$ cat src/rtl/spim_pkg.sv
// Package: shared offsets and widths for the SPI master.
// Assumes byte offsets on a 32-bit word-aligned register bus.
package spim_pkg;
    localparam int unsigned ADDR_W    = 5;
    localparam int unsigned CODE_W    = 5;
    localparam int unsigned MAX_BITS  = 16;

    localparam logic [ADDR_W-1:0] OFF_CTRL  = 5'h00;
    localparam logic [ADDR_W-1:0] OFF_CFG   = 5'h04;
    localparam logic [ADDR_W-1:0] OFF_DOUT  = 5'h08;
    localparam logic [ADDR_W-1:0] OFF_DIN   = 5'h0C;
    localparam logic [ADDR_W-1:0] OFF_CAUSE = 5'h10;

    localparam logic [CODE_W-1:0] CODE_BASE = 5'h10;
    localparam logic [CODE_W-1:0] CODE_MIN  = 5'h12;

    typedef enum logic [2:0] {
        SEL_NONE, SEL_CTRL, SEL_CFG, SEL_DOUT, SEL_DIN, SEL_CAUSE
    } reg_sel_e;

    // Decode a bus offset into a register select.
    function automatic reg_sel_e decode(input logic [ADDR_W-1:0] a);
        case (a)
            OFF_CTRL:  return SEL_CTRL;
            OFF_CFG:   return SEL_CFG;
            OFF_DOUT:  return SEL_DOUT;
            OFF_DIN:   return SEL_DIN;
            OFF_CAUSE: return SEL_CAUSE;
            default:   return SEL_NONE;
        endcase
    endfunction
endpackage

$ cat src/rtl/spim_clkdiv.sv
// Module: spim_clkdiv
// Produces a one-cycle tick every HALF system clocks while run is high.
// Assumes half >= 2 and stays fixed while run is high.
module spim_clkdiv #(
    parameter int unsigned CNT_W = 4
) (
    input  logic             clk,
    input  logic             rst_n,
    input  logic             run,
    input  logic [CNT_W-1:0] half,
    output logic             tick
);
    logic [CNT_W-1:0] cnt_q;
    logic             at_end;

    assign at_end = (cnt_q == half - CNT_W'(1));
    assign tick   = run && at_end;

    // Count system clocks within one SCK phase, restarting when idle.
    always_ff @(posedge clk) begin
        if (!rst_n || !run) cnt_q <= '0;
        else if (at_end)    cnt_q <= '0;
        else                cnt_q <= cnt_q + CNT_W'(1);
    end

    // the phase counter never passes the phase length
    a_r4_cnt_in_phase: assert property (@(posedge clk) disable iff (!rst_n)
        run |-> (cnt_q < half));
endmodule

$ cat src/rtl/spim_shift.sv
// Module: spim_shift
// Mode-0 shift engine: one word per start, MSB first, SCK idle low.
// Assumes tick comes from a divider that runs while busy is high.
module spim_shift #(
    parameter int unsigned MAX_BITS = 16,
    parameter int unsigned CNT_W    = 4
) (
    input  logic                clk,
    input  logic                rst_n,
    input  logic                start,
    input  logic                wide_in,
    input  logic [CNT_W-1:0]    half_in,
    input  logic [MAX_BITS-1:0] tx_in,
    input  logic                tick,
    input  logic                miso,
    output logic                busy,
    output logic [CNT_W-1:0]    half_act,
    output logic                sck,
    output logic                mosi,
    output logic                done,
    output logic [MAX_BITS-1:0] rx_word
);
    localparam int unsigned LOW_BITS = MAX_BITS / 2;
    localparam int unsigned BCNT_W   = $clog2(MAX_BITS + 1);

    logic                busy_q, sck_q, wide_q;
    logic [CNT_W-1:0]    half_q;
    logic [MAX_BITS-1:0] tx_sh, rx_sh;
    logic [BCNT_W-1:0]   bits_q, nbits;

    assign nbits    = wide_q ? BCNT_W'(MAX_BITS) : BCNT_W'(LOW_BITS);
    assign busy     = busy_q;
    assign half_act = half_q;
    assign sck      = sck_q;
    assign mosi     = tx_sh[MAX_BITS-1];
    assign done     = busy_q && tick && sck_q && (bits_q == nbits);
    assign rx_word  = wide_q ? rx_sh : {{LOW_BITS{1'b0}}, rx_sh[LOW_BITS-1:0]};

    // Load a word on start, then toggle SCK on each tick, sampling on rise.
    always_ff @(posedge clk) begin
        if (!rst_n) begin
            busy_q <= 1'b0;
            sck_q  <= 1'b0;
            wide_q <= 1'b0;
            half_q <= '0;
            tx_sh  <= '0;
            rx_sh  <= '0;
            bits_q <= '0;
        end else if (start && !busy_q) begin
            busy_q <= 1'b1;
            sck_q  <= 1'b0;
            wide_q <= wide_in;
            half_q <= half_in;
            tx_sh  <= wide_in ? tx_in : {tx_in[LOW_BITS-1:0], {LOW_BITS{1'b0}}};
            rx_sh  <= '0;
            bits_q <= '0;
        end else if (busy_q && tick) begin
            if (!sck_q) begin
                sck_q  <= 1'b1;
                rx_sh  <= {rx_sh[MAX_BITS-2:0], miso};
                bits_q <= bits_q + BCNT_W'(1);
            end else begin
                sck_q <= 1'b0;
                if (bits_q == nbits) busy_q <= 1'b0;
                else                 tx_sh  <= {tx_sh[MAX_BITS-2:0], 1'b0};
            end
        end
    end

    // SCK stays low whenever no exchange runs
    a_r4_sck_idle_low: assert property (@(posedge clk) disable iff (!rst_n)
        !busy_q |-> !sck_q);
    // MOSI does not move on the cycle SCK rises
    a_r5_mosi_stable_rise: assert property (@(posedge clk) disable iff (!rst_n)
        $rose(sck_q) |-> $stable(mosi));
    // never more pulses than the word size
    a_r3_bits_bound: assert property (@(posedge clk) disable iff (!rst_n)
        bits_q <= nbits);
    // a start during an exchange leaves the latched size alone
    a_r8_start_ignored: assert property (@(posedge clk) disable iff (!rst_n)
        (busy_q && start) |=> $stable(wide_q) && $stable(half_q));
    // completion ends the exchange with SCK low
    a_r6_done_ends: assert property (@(posedge clk) disable iff (!rst_n)
        done |=> (!busy_q && !sck_q));
endmodule

$ cat src/rtl/spim_regs.sv
// Module: spim_regs
// Register file: control, configuration, data out (write-only), data in,
// completion cause. Reads are combinational on the address.
module spim_regs
    import spim_pkg::*;
#(
    parameter int unsigned DATA_W   = 32,
    parameter int unsigned MAX_BITS = 16
) (
    input  logic                clk,
    input  logic                rst_n,
    input  logic                bus_wr,
    input  logic [ADDR_W-1:0]   bus_addr,
    input  logic [DATA_W-1:0]   bus_wdata,
    output logic [DATA_W-1:0]   bus_rdata,
    input  logic                done,
    input  logic [MAX_BITS-1:0] rx_word,
    output logic                cs_on,
    output logic                cfg_wide,
    output logic [CODE_W-1:0]   cfg_code,
    output logic                start,
    output logic [MAX_BITS-1:0] tx_word
);
    reg_sel_e            sel;
    logic                ctrl_q, wide_q, cause_q;
    logic [CODE_W-1:0]   code_q;
    logic [MAX_BITS-1:0] din_q;

    assign sel      = decode(bus_addr);
    assign cs_on    = ctrl_q;
    assign cfg_wide = wide_q;
    assign cfg_code = code_q;
    assign start    = bus_wr && (sel == SEL_DOUT);
    assign tx_word  = bus_wdata[MAX_BITS-1:0];

    // Control and configuration register writes.
    always_ff @(posedge clk) begin
        if (!rst_n) begin
            ctrl_q <= 1'b0;
            wide_q <= 1'b0;
            code_q <= '0;
        end else if (bus_wr && sel == SEL_CTRL) begin
            ctrl_q <= bus_wdata[0];
        end else if (bus_wr && sel == SEL_CFG) begin
            wide_q <= bus_wdata[CODE_W];
            code_q <= bus_wdata[CODE_W-1:0];
        end
    end

    // Completion flag: set by the engine, cleared by any cause write.
    always_ff @(posedge clk) begin
        if (!rst_n)                          cause_q <= 1'b0;
        else if (done)                       cause_q <= 1'b1;
        else if (bus_wr && sel == SEL_CAUSE) cause_q <= 1'b0;
    end

    // Received word capture at completion.
    always_ff @(posedge clk) begin
        if (!rst_n)    din_q <= '0;
        else if (done) din_q <= rx_word;
    end

    // Read mux with zero fill.
    always_comb begin
        bus_rdata = '0;
        case (sel)
            SEL_CTRL:  bus_rdata[0] = ctrl_q;
            SEL_CFG:   bus_rdata[CODE_W:0] = {wide_q, code_q};
            SEL_DIN:   bus_rdata[MAX_BITS-1:0] = din_q;
            SEL_CAUSE: bus_rdata[0] = cause_q;
            default:   bus_rdata = '0;
        endcase
    end

    // a completion always leaves the flag set
    a_r6_done_sets_flag: assert property (@(posedge clk) disable iff (!rst_n)
        done |=> cause_q);
    // the received word only changes on completion
    a_r9_din_hold: assert property (@(posedge clk) disable iff (!rst_n)
        !done |=> $stable(din_q));
    // control bit follows the written value
    a_r2_ctrl_follows: assert property (@(posedge clk) disable iff (!rst_n)
        (bus_wr && sel == SEL_CTRL) |=> (ctrl_q == $past(bus_wdata[0])));
endmodule

$ cat src/rtl/spim_top.sv
// Module: spim_top
// Single-slave mode-0 SPI master on a memory-mapped register bus.
// Assumes one register access per cycle and a free-running system clock.
module spim_top
    import spim_pkg::*;
#(
    parameter int unsigned DATA_W = 32
) (
    input  logic              clk,
    input  logic              rst_n,
    input  logic              bus_wr,
    input  logic [ADDR_W-1:0] bus_addr,
    input  logic [DATA_W-1:0] bus_wdata,
    output logic [DATA_W-1:0] bus_rdata,
    output logic              spi_sck,
    output logic              spi_mosi,
    input  logic              spi_miso,
    output logic              spi_cs_n
);
    localparam int unsigned CNT_W = CODE_W - 1;

    logic                cs_on, cfg_wide, start, busy, tick, done;
    logic [CODE_W-1:0]   cfg_code, eff_code, half_full;
    logic [CNT_W-1:0]    half_req, half_act;
    logic [MAX_BITS-1:0] tx_word, rx_word;

    // Clamp the rate code to the fastest legal ratio and form the phase length.
    assign eff_code  = (cfg_code < CODE_MIN) ? CODE_MIN : cfg_code;
    assign half_full = eff_code - CODE_BASE;
    assign half_req  = half_full[CNT_W-1:0];
    assign spi_cs_n  = !cs_on;

    spim_regs #(.DATA_W(DATA_W), .MAX_BITS(MAX_BITS)) u_regs (
        .clk(clk), .rst_n(rst_n), .bus_wr(bus_wr), .bus_addr(bus_addr),
        .bus_wdata(bus_wdata), .bus_rdata(bus_rdata), .done(done),
        .rx_word(rx_word), .cs_on(cs_on), .cfg_wide(cfg_wide),
        .cfg_code(cfg_code), .start(start), .tx_word(tx_word)
    );

    spim_clkdiv #(.CNT_W(CNT_W)) u_div (
        .clk(clk), .rst_n(rst_n), .run(busy), .half(half_act), .tick(tick)
    );

    spim_shift #(.MAX_BITS(MAX_BITS), .CNT_W(CNT_W)) u_shift (
        .clk(clk), .rst_n(rst_n), .start(start), .wide_in(cfg_wide),
        .half_in(half_req), .tx_in(tx_word), .tick(tick), .miso(spi_miso),
        .busy(busy), .half_act(half_act), .sck(spi_sck), .mosi(spi_mosi),
        .done(done), .rx_word(rx_word)
    );

    // the phase length used is never below two clocks
    a_r7_min_phase: assert property (@(posedge clk) disable iff (!rst_n)
        busy |-> (half_act >= CNT_W'(2)));
endmodule

$ cat config.mk
export PLATFORM = sky130hd
export DESIGN_NAME = spim_top
export DESIGN_NICKNAME = d
export VERILOG_FILES = /design/src/rtl/spim_pkg.sv /design/src/rtl/spim_clkdiv.sv /design/src/rtl/spim_shift.sv /design/src/rtl/spim_regs.sv /design/src/rtl/spim_top.sv
export SDC_FILE = /design/constraint.sdc
export NUM_CORES = 1
export LEC_CHECK = 0
export CORE_AREA = 4 4 113 115
export CTS_BUF_LIST = sky130_fd_sc_hd__clkbuf_16
export CTS_CLUSTER_SIZE = 40
export DETAILED_ROUTE_END_ITERATION = 6
export DIE_AREA = 0 0 117 119
export PLACE_DENSITY = 0.55
export SYNTH_ARGS = -nofsm -noshare
export SYNTH_HDL_FRONTEND = slang
export SYNTH_SLANG_ARGS = --single-unit
$ cat constraint.sdc
create_clock -name clk -period 6.38 [get_ports clk]
set_clock_uncertainty 0.15 [all_clocks]
set_input_delay 0.638 -clock clk [delete_from_list [all_inputs] [get_ports clk]]
set_output_delay 0.638 -clock clk [all_outputs]
set_load 0.02 [all_outputs]
; Word level (Yosys, flattened, before mapping)
; Index checks and enable logic that the tools add are counted.
[totals]
regBits = 72
mem_count = 0
mem_bits_rw = 0
in_bits = 41
elab_cells = 76
out_inout_bits = 35
rom_bits = 0
latch_bits = 0
[op_classes]
n_eq_ne = 12
n_reduce_logical = 24
n_mux = 19
addsub = 4
shift = 0
bitwise = 3
n_lt_le_gt_ge = 1
n_div = 0
n_mul = 0
[op_table]
columns = op, count
row1 = $mux 16, 6
row2 = $pmux 3 s5, 1
row3 = $eq 5x4->1 const B, 2
row4 = $mux 10, 1
row5 = $pmux 5 s2, 1
row6 = $logic_and 1x1->1, 9
row7 = $reduce_bool 2->1, 4
row8 = $sub 4x1->4 const B, 2
row9 = $mux 1, 7
row10 = $eq 3x2->1 const B, 2
row11 = $eq 3x3->1 const B, 2
row12 = $reduce_and 3->1, 2
row13 = $add 5x1->5 const B, 1
row14 = $eq 5x3->1 const B, 1
row15 = $eq 5x5->1, 1
row16 = $eq 5x5->1 const B, 1
row17 = $logic_not 5->1, 1
row18 = $lt 5x5->1 const B, 1
row19 = $mux 5, 1
row20 = $add 4x1->4 const B, 1
row21 = $eq 4x4->1, 1
row22 = $mux 4, 1
row23 = $pmux 1 s4, 1
row24 = $reduce_and 2->1, 2
row25 = 6 further kinds, 11

; Longest topological paths before layout
; Gate-level depths: netlist of the first run.
[logic_depth]
word_depth = 7
mapped_depth = 9
ltp_nobuf = 7

; Cells and area by module
; From an unflattened synthesis of the first run, not the netlist that was laid out.
[unflattened]
cells_unflattened = 427
area_unflattened_um2 = 3747.3
[by_module_without_submodules]
columns = mod, seq_area_each_um2, instances, area_each_um2, cells_each
row1 = spim_shift, 880.8, 1, 2068.2, 250
row2 = spim_regs, 480.5, 1, 1381.3, 146
row3 = spim_clkdiv, 80.1, 1, 259.0, 25
row4 = spim_top, 0.0, 1, 38.8, 6

; Least setup slack after synthesis of the first run
; Ideal clock, no wire load.
[synth_path]
path_type = input-to-output
from = input bus_addr[1]
to = output bus_rdata[0]
slack_ns = 3.744
cell_stages = 5
arrival_time_ns = 1.848
path_cell_list = nor2_1 nor4bb_1 clkbuf_1 a22oi_1 o21ai_0
[synth_via]
elab_chain_len = 4
word_cells_on_any_way = 11
cone_classes = eq/ne: 8 / mux: 2 / reduce/logical: 1
[synth_rtl]
columns = element, line_no
row1 = from (decl), spim_top.sv:12  ; input logic [ADDR_W-1:0] bus_addr,
row2 = "$eq 5x5->1, or another cell as far along", spim_pkg.sv:23  ; case (a)
row3 = $pmux 3 s5 *, spim_pkg.sv:23
row4 = "$eq 3x3->1, or another cell as far along", spim_regs.sv:66  ; case (sel)
row5 = $pmux 1 s4 *, spim_regs.sv:66
row6 = to (decl), spim_top.sv:14  ; output logic [DATA_W-1:0] bus_rdata,
; Mark *: on every way between the ends. The rest lies on a longest branch, timed or not.

; Worst setup path after layout of the first run
; Ends and elaborated chain as after synthesis.

==> results of run 1 <==
==> sequential cells by signal, indices dropped and copies added (netlist names) <==
name	cells
u_shift.bits_q	5
u_shift.busy	1
u_shift.sck	1
u_shift.half_act	4
u_shift.rx_sh	16
u_regs.cause_q	1
u_div.cnt_q	4
u_regs.cfg_code	5
u_regs.cfg_wide	1
u_regs.cs_on	1
u_shift.wide_q	1
u_regs.din_q	16
u_shift.tx_sh	16
==> layout make-up <==
class                   count  area, um2  area share
clock buffers               9        225      0.0538
flip-flops and latches     72       1440       0.344
well taps                 147        184      0.0439
repair buffers             44        438       0.105
multi-input cells         289       1790       0.428
clock inverters             7       80.1      0.0191
inverters                   7       26.3     0.00628
==> metrics by stage <==
stage | hold slack, ns | total power [W] | std cells | setup slack (ns)
after global placement | 0.288 | 0.000511 | 559 | 2.48
after global routing | 0.324 | 0.00105 | 575 | 2.25
after detailed placement | 0.296 | 0.000511 | 559 | 2.44
after CTS | 0.302 | 0.00103 | 575 | 2.43
after floorplan | 0.276 | 0.000496 | 412 | 3.74
final | 0.299 | 0.00101 | 575 | 2.44
==> cell families after synthesis <==
group           synth area share
flops                      0.416
buf+inv                   0.0845
other cells              0.00108
simple gates               0.193
fa+ha+maj                 0.0145
xor+xnor                  0.0296
mux                       0.0780
compound gates             0.184
==> cells in the mapped netlist, types with 6 or more instances <==
cell type,n,share of area
dfxtp_1,72,0.42
nand2_1,40,0.043
nand3_1,30,0.043
nor2_1,28,0.030
o21ai_0,28,0.040
a21oi_1,24,0.035
buf_4,19,0.041
mux2i_1,18,0.052
a21boi_0,13,0.028
clkbuf_1,13,0.014
and2_1,10,0.018
a21boi_1,9,0.020
a31oi_1,9,0.016
buf_2,8,0.012
mux2_2,8,0.026
inv_1,7,0.0076
a311oi_1,6,0.015
==> layer usage <==
layer / up-vias / wire, um / GRT usage / part of all wire
li1: 1415 / - / - / -
met1: 1351 / 3760 / 0.157 / 0.46
met2: 75 / 3770 / 0.186 / 0.46
met3: 9 / 498 / 0.0335 / 0.061
met4: 0 / 101 / 0.0358 / 0.012
met5: - / 0 / 0 / 0
==> where the power goes <==
group / leakage [nW] / internal (W) / total (W) / switching (W)
logic: 0.861 / 0.0000211 / 0.0000490 / 0.0000278
registers: 0.580 / 0.000452 / 0.000453 / 0.00000146
clock network: 0.161 / 0.000336 / 0.000513 / 0.000177
total: 1.60 / 0.000808 / 0.00101 / 0.000206
==> critical path: stages <==
cell,delay (ns)
clkdlybuf4s50_1,0.43
nor2_1,0.18
nor4bb_2,0.95
a22oi_1,0.21
o21ai_0,0.12
clkdlybuf4s50_1,0.62
==> worst max path at each step <==
stage	start	end	cells past startpoint
after detailed placement	bus_addr[1]	bus_rdata[0]	6
after floorplan	bus_addr[1]	bus_rdata[0]	5
final	bus_addr[1]	bus_rdata[0]	6
after global routing	bus_addr[0]	bus_rdata[0]	6
after global placement	bus_addr[1]	bus_rdata[0]	6
after CTS	bus_addr[1]	bus_rdata[0]	6
==> results.toml, run 1 <==
[outcome]
outcome = "finished clean"

[die]
core_area_mm2 = 0.0118
die_area_mm2 = 0.0139
num_io_pins = 76
num_rows = 40
start_util = 0.293
dieWidth_um = 117
die_y_um = 119

[min_path]
min_path_cells = 2
min_from = "u_regs.din_q[3]$_SDFFE_PN0P_"
hold_class = "reg -> reg"
whs_endpoint = "u_regs.din_q[3]$_SDFFE_PN0P_"

[cts]
cts_buffers = 9
cts.sinks = 72
cts_setup_buffers = 0
ctsHoldBuffers = 0
path_clk_slew_ns = 0.05
cts_buffer_depth = 2
htreeDepth = 3
cts-root-buf = "clkbuf_16"
cts_resized = 0
insertion_delay_ns = 0.32
cts_tree = "built"

[synthesis]
synth_seq_cells = 72
postSynthCellCount = 397
synthFlopType = "dfxtp_1"
synth.distinct_cells = 46
ys_async_sr_fraction = 0
syn_avg_cell_area_um2 = 8.72
yosysWarnings = 0
synth_edf_count = 0
synth_seq_area_share = 0.416
syn-cell-area_mm2 = 0.00346

[setup_path]
cp.required_ns = 5.59
end_kind = "primary output"
path_max_fanout = 13
path_class = "in -> out"
r2r-start = "u_shift.half_act[0]$_SDFFE_PN0N_"
r2r_slack_ns = 3.17
r2r-end = "u_shift.bits_q[3]$_SDFFE_PP0P_"
reg2regPathDepth = 7
worstPathArrival_ns = 3.15
cp-start-kind = "input pin"

[placement]
port_buffers = 43
dpl_cell_area_mm2 = 0.00388
dpl.hpwl_um = 5560
gp_congestion = 0.739

[timing]
hold_viol = 0
rsz0062_at_grt = "no"
fin_tns_setup_ns = 0
maxSlewHeadroom = 0.197
fmaxAchievable_ghz = 0.254
slew_violations = 0
setup_viol_count_final = 0
finalCriticalPeriod_ns = 3.94
min_period_over_period = 0.617
worst_slew_pin_slew_ns = 1.20

[layout]
final_common_cell = "dfxtp_1"
antenna_cells = 0
finalNetCount = 468
syn_to_final_growth_pct = 20.9
drive_gt1_frac = 0.0701
fillerInstances = 1220
mostFrequentLayoutCells = "72 x dfxtp_1, 43 x clkdlybuf4s50_1, 40 x nand2_1, 30 x nand3_1"
fin_util = 0.354
design_area_mm2 = 0.00419

[global_routing]
grt_pass1_wl_um = 13400
gr-total-overflow = 0
grt_usage = 0.118
grt_pass1_vias = 2721
grt_max_degree = 36
antenna_found_initial = 0

[power_and_ir_drop]
leakagePower_nw = 1.60
power.density_mw_per_mm2 = 242
peakVddDrop_uv = 138

[drt]
drc = 0
routed_via_density = 4.96
dr.pass1.iters = 4
wl_per_cell_um = 14.1
initialDrtViolationCount = 121
dr_total_vias = 2850
antenna_left = 0
routed_wl_um = 8130

[run]
maxCapViolCount = 0
Power figures use the tool's default switching activity.
==> run 2: changes to the inputs <==
==> constraint.sdc (replaced) <==
create_clock -name clk -period 3.65 [get_ports clk]
set_clock_uncertainty 0.15 [all_clocks]
set_input_delay 0.365 -clock clk [delete_from_list [all_inputs] [get_ports clk]]
set_output_delay 0.365 -clock clk [all_outputs]
set_load 0.02 [all_outputs]
==> results.toml, run 2 (synthesis gave the netlist of run 1 again) <==
[die]
die_area_mm2 = 0.0139
die_y_um = 119
num_rows = 40
dieWidth_um = 117
start_util = 0.293
core_area_mm2 = 0.0118
num_io_pins = 76

[cts]
htreeDepth = 3
insertion_delay_ns = 0.33
cts_resized = 0
cts.sinks = 72
ctsHoldBuffers = 0
path_clk_slew_ns = 0.05
cts_tree = "built"
cts_buffers = 9
cts-root-buf = "clkbuf_16"
cts_buffer_depth = 2
cts_setup_buffers = 0

[timing]
fin_tns_setup_ns = 0
hold_ws_ns = 0.298
rsz0062_at_grt = "no"
finalCriticalPeriod_ns = 2.89
slew_violations = 0
hold_viol = 0
fmaxAchievable_ghz = 0.346
maxSlewHeadroom = 0.497
worst_slack_ns = 0.756
worst_slew_pin_slew_ns = 0.752
min_period_over_period = 0.793
setup_viol_count_final = 0

[setup_path]
reg2regPathDepth = 7
worstPathArrival_ns = 2.38
critPathMaxStageDelay_ns = 0.62
end_kind = "primary output"
path_max_fanout = 16
cp.required_ns = 3.13
path_delay_family = "buffers and inverters"
cp-start-kind = "input pin"
crit_cells = 5
cp_slowest_cell = "clkdlybuf4s50_1"
crit_chain = "clkdlybuf4s50_1 -> nor2_1 -> and4b_1 -> and2_1 -> clkdlybuf4s50_1"
crit_buf_inv = 2
crit_path_frequent_cell = "clkdlybuf4s50_1"
path_class = "in -> out"

[layout]
finalNetCount = 473
fillerInstances = 1222
top_regs = "u_regs.din_q (16), u_shift.rx_sh (16), u_shift.tx_sh (16)"
syn_to_final_growth_pct = 22.8
final_common_cell = "dfxtp_1"
mostFrequentLayoutCells = "72 x dfxtp_1, 43 x clkdlybuf4s50_1, 40 x nand2_1, 30 x nand3_1"
antenna_cells = 0
fin_util = 0.360
drive_gt1_frac = 0.0855

[placement]
post-place-ws_ns = 0.721
dpl.hpwl_um = 5510
port_buffers = 43
gp_congestion = 0.749

[drt]
drc = 0
antenna_left = 0
dr_total_vias = 2809
routed_via_density = 4.84
routed_wl_um = 8210
initialDrtViolationCount = 124
wl_per_cell_um = 14.1
dr.pass1.iters = 4

[global_routing]
grt_usage = 0.122
antenna_found_initial = 0
gr-total-overflow = 0
grt_max_degree = 31
grt_pass1_vias = 2746
grt_pass1_wl_um = 13700

[power_and_ir_drop]
power.density_mw_per_mm2 = 439
leakagePower_nw = 1.62
peakVddDrop_uv = 228
p_total_w = 0.00187

[run]
maxCapViolCount = 0

[outcome]
outcome = "finished clean"

[min_path]
min_path_cells = 2
hold_class = "reg -> reg"
[run 2: cell count changes in the layout (fill, tap and decap cells not counted), sizes merged]
| cell | change |
|---|---|
| buf | +5 |
| bufinv | +1 |
| clkinv | +1 |
| clkinvlp | +1 |
| inv | -3 |
[run 2: final timing paths]
| kind | from | end | slack (ns) |
|---|---|---|---|
| min reg2reg | u_regs.din_q[7]$_SDFFE_PN0P_ | u_regs.din_q[7]$_SDFFE_PN0P_ | 0.30 |
| max reg2reg | u_shift.half_act[0]$_SDFFE_PN0N_ | u_shift.tx_sh[1]$_SDFFE_PN0P_ | 1.02 |
| min | u_regs.din_q[7]$_SDFFE_PN0P_ | u_regs.din_q[7]$_SDFFE_PN0P_ | 0.30 |
| max | bus_addr[1] | bus_rdata[15] | 0.76 |
[run 2: metrics by stage]
step | area, um2 | instances
2_1_floorplan | 3520 | 412
3_3_place_gp | 3920 | 564
3_5_place_dp | 3920 | 564
4_1_cts | 4250 | 580
5_1_grt | 4250 | 580
6_report | 4250 | 580
[run 2: per-layer routing]
layer  wire length (um)  share of wire  global-route usage  up-vias
met5                  0              0                   0        -
met4                 65         0.0079              0.0301        0
met3                418          0.051              0.0356        7
met2               3790           0.46               0.195       77
met1               3930           0.48               0.161     1296
li1                   -              -                   -     1429
[run 2: layout make-up]
class,count,area [um2],share of cell area
clock buffer,9,225,0.0529
clock inverter,7,110,0.0259
inverter,7,26.3,0.00618
multi-input combinational,289,1790,0.421
sequential,72,1440,0.339
tap,147,184,0.0432
timing repair buffer,49,475,0.112
[run 2: tightest hold or removal path, cell delays in order (launching register included)]
cell and delay (ns):
dfxtp_1 0.31, nand2_1 0.05, a21boi_1 0.04
[run 2: report_power, final]
part / internal, W / total (W) / switching, W
clock network: 0.000661 / 0.000992 / 0.000331
registers: 0.000789 / 0.000791 / 0.00000207
logic: 0.0000374 / 0.0000864 / 0.0000490
total: 0.00149 / 0.00187 / 0.000382
==> run 3: changes to the inputs <==
==> constraint.sdc (replaced) <==
create_clock -name clk -period 2.7 [get_ports clk]
set_clock_uncertainty 0.15 [all_clocks]
set_input_delay 0.27 -clock clk [delete_from_list [all_inputs] [get_ports clk]]
set_output_delay 0.27 -clock clk [all_outputs]
set_load 0.02 [all_outputs]
==> results.toml, run 3 (synthesis gave the netlist of run 1 again) <==
[layout]
fillerInstances = 1227
drive_gt1_frac = 0.0977
syn_to_final_growth_pct = 23.3
design_area_mm2 = 0.00427
top_regs = "u_regs.din_q (16), u_shift.rx_sh (16), u_shift.tx_sh (16)"
finalNetCount = 481
final_common_cell = "dfxtp_1"
fin_util = 0.362
antenna_cells = 0
mostFrequentLayoutCells = "72 x dfxtp_1, 42 x clkdlybuf4s50_1, 40 x nand2_1, 30 x nand3_1"

[drt]
dr.pass1.iters = 4
drc = 0
routed_via_density = 4.90
wl_per_cell_um = 13.9
routed_wl_um = 8160
antenna_left = 0
initialDrtViolationCount = 139
dr_total_vias = 2874

[setup_path]
crit_buf_inv = 3
critPathMaxStageDelay_ns = 0.61
path_class = "in -> out"
crit_path_frequent_cell = "clkdlybuf4s50_1"
path_delay_family = "buffers and inverters"
crit_chain = "clkdlybuf4s50_1 -> nor2_1 -> nor4bb_2 -> buf_4 -> a22o_1 -> clkdlybuf4s50_1"
end_kind = "primary output"
path_max_fanout = 13
cp_slowest_cell = "clkdlybuf4s50_1"
cp-start-kind = "input pin"
r2r-start = "u_shift.half_act[0]$_SDFFE_PN0N_"
worstPathArrival_ns = 2.12
cp.required_ns = 2.28
crit_start = "bus_addr[1]"

[cts]
cts_tree = "built"
path_clk_slew_ns = 0.05
cts_buffers = 9
cts_setup_buffers = 0
cts-root-buf = "clkbuf_16"
cts_buffer_depth = 2
insertion_delay_ns = 0.33
cts.sinks = 72
htreeDepth = 3

[timing]
fin_tns_setup_ns = 0
worst_slack_ns = 0.159
fmaxAchievable_ghz = 0.394
slew_violations = 0
worst_slew_pin_slew_ns = 0.500
min_period_over_period = 0.941
finalCriticalPeriod_ns = 2.54
rsz0062_at_grt = "no"
maxSlewHeadroom = 0.666
hold_viol = 0
setup_viol_count_final = 0

[placement]
dpl_cell_area_mm2 = 0.00399
dpl.hpwl_um = 5580
port_buffers = 43
post-place-ws_ns = 0.118
gp_congestion = 0.762

[global_routing]
grt_usage = 0.119
grt_pass1_wl_um = 13300
gr-total-overflow = 0
grt_max_degree = 31
grt_pass1_vias = 2671
antenna_found_initial = 0

[power_and_ir_drop]
power.density_mw_per_mm2 = 540
peakVddDrop_uv = 323
leakagePower_nw = 1.66
p_total_w = 0.00231

[die]
dieWidth_um = 117
num_rows = 40
die_area_mm2 = 0.0139
core_area_mm2 = 0.0118
die_y_um = 119
num_io_pins = 76
start_util = 0.293

[min_path]
min_from = "u_regs.din_q[3]$_SDFFE_PN0P_"
hold_class = "reg -> reg"

[outcome]
outcome = "finished clean"

[run]
maxCapViolCount = 0
[run 3: through the flow]
stage               std cells  hold slack (ns)
global placement          572            0.287
CTS                       587            0.303
floorplan                 412            0.264
detailed placement        572            0.294
global route              587            0.328
finish                    587            0.300
[run 3: path summary, 6_finish.rpt]
kind	endpoint	slack (ns)	cells past startpoint
worst max-delay path	bus_rdata[4]	0.16	6
worst min-delay path	u_regs.din_q[3]$_SDFFE_PN0P_	0.30	2
worst min register to register	u_regs.din_q[3]$_SDFFE_PN0P_	0.30	2
worst max register to register	u_shift.tx_sh[7]$_SDFFE_PN0P_	0.30	7
[run 3: power by group]
part	internal [W]	switching [W]	total (W)
combinational	0.0000535	0.0000671	0.000121
sequential	0.00107	0.00000284	0.00107
clock	0.000696	0.000420	0.00112
total	0.00182	0.000490	0.00231
[run 3: worst reg2reg max path, cell delays in order, from the launching register on]
cell	delay, ns
dfxtp_1	0.41
inv_1	0.07
ha_1	0.31
xor2_1	0.26
and3_1	0.25
nand4_2	0.35
o21ai_0	0.34
a311oi_2	0.13
[run 3: area by class of cell]
type | count | area [um2] | share of cell area
clock buffer | 9 | 225 | 0.0527
clock inverter | 6 | 51.3 | 0.0120
inverter | 7 | 26.3 | 0.00615
multi-input combinational | 289 | 1790 | 0.420
sequential | 72 | 1440 | 0.338
tap | 147 | 184 | 0.0431
timing repair buffer | 57 | 551 | 0.129
[run 3: what timing repair did]
action | in CTS | in global routing
hold buffers | 0 | 0
endpoints found under the setup margin | 0 | 1
gates resized for setup | 0 | 1
[run 3: routing by layer]
layer	wire, um	part of all wire	vias to the layer above	global-route usage
met1	3790	0.46	1347	0.156
met5	0	0	-	0
met3	453	0.056	6	0.0386
li1	-	-	1447	-
met2	3880	0.48	74	0.190
met4	38	0.0047	0	0.0237
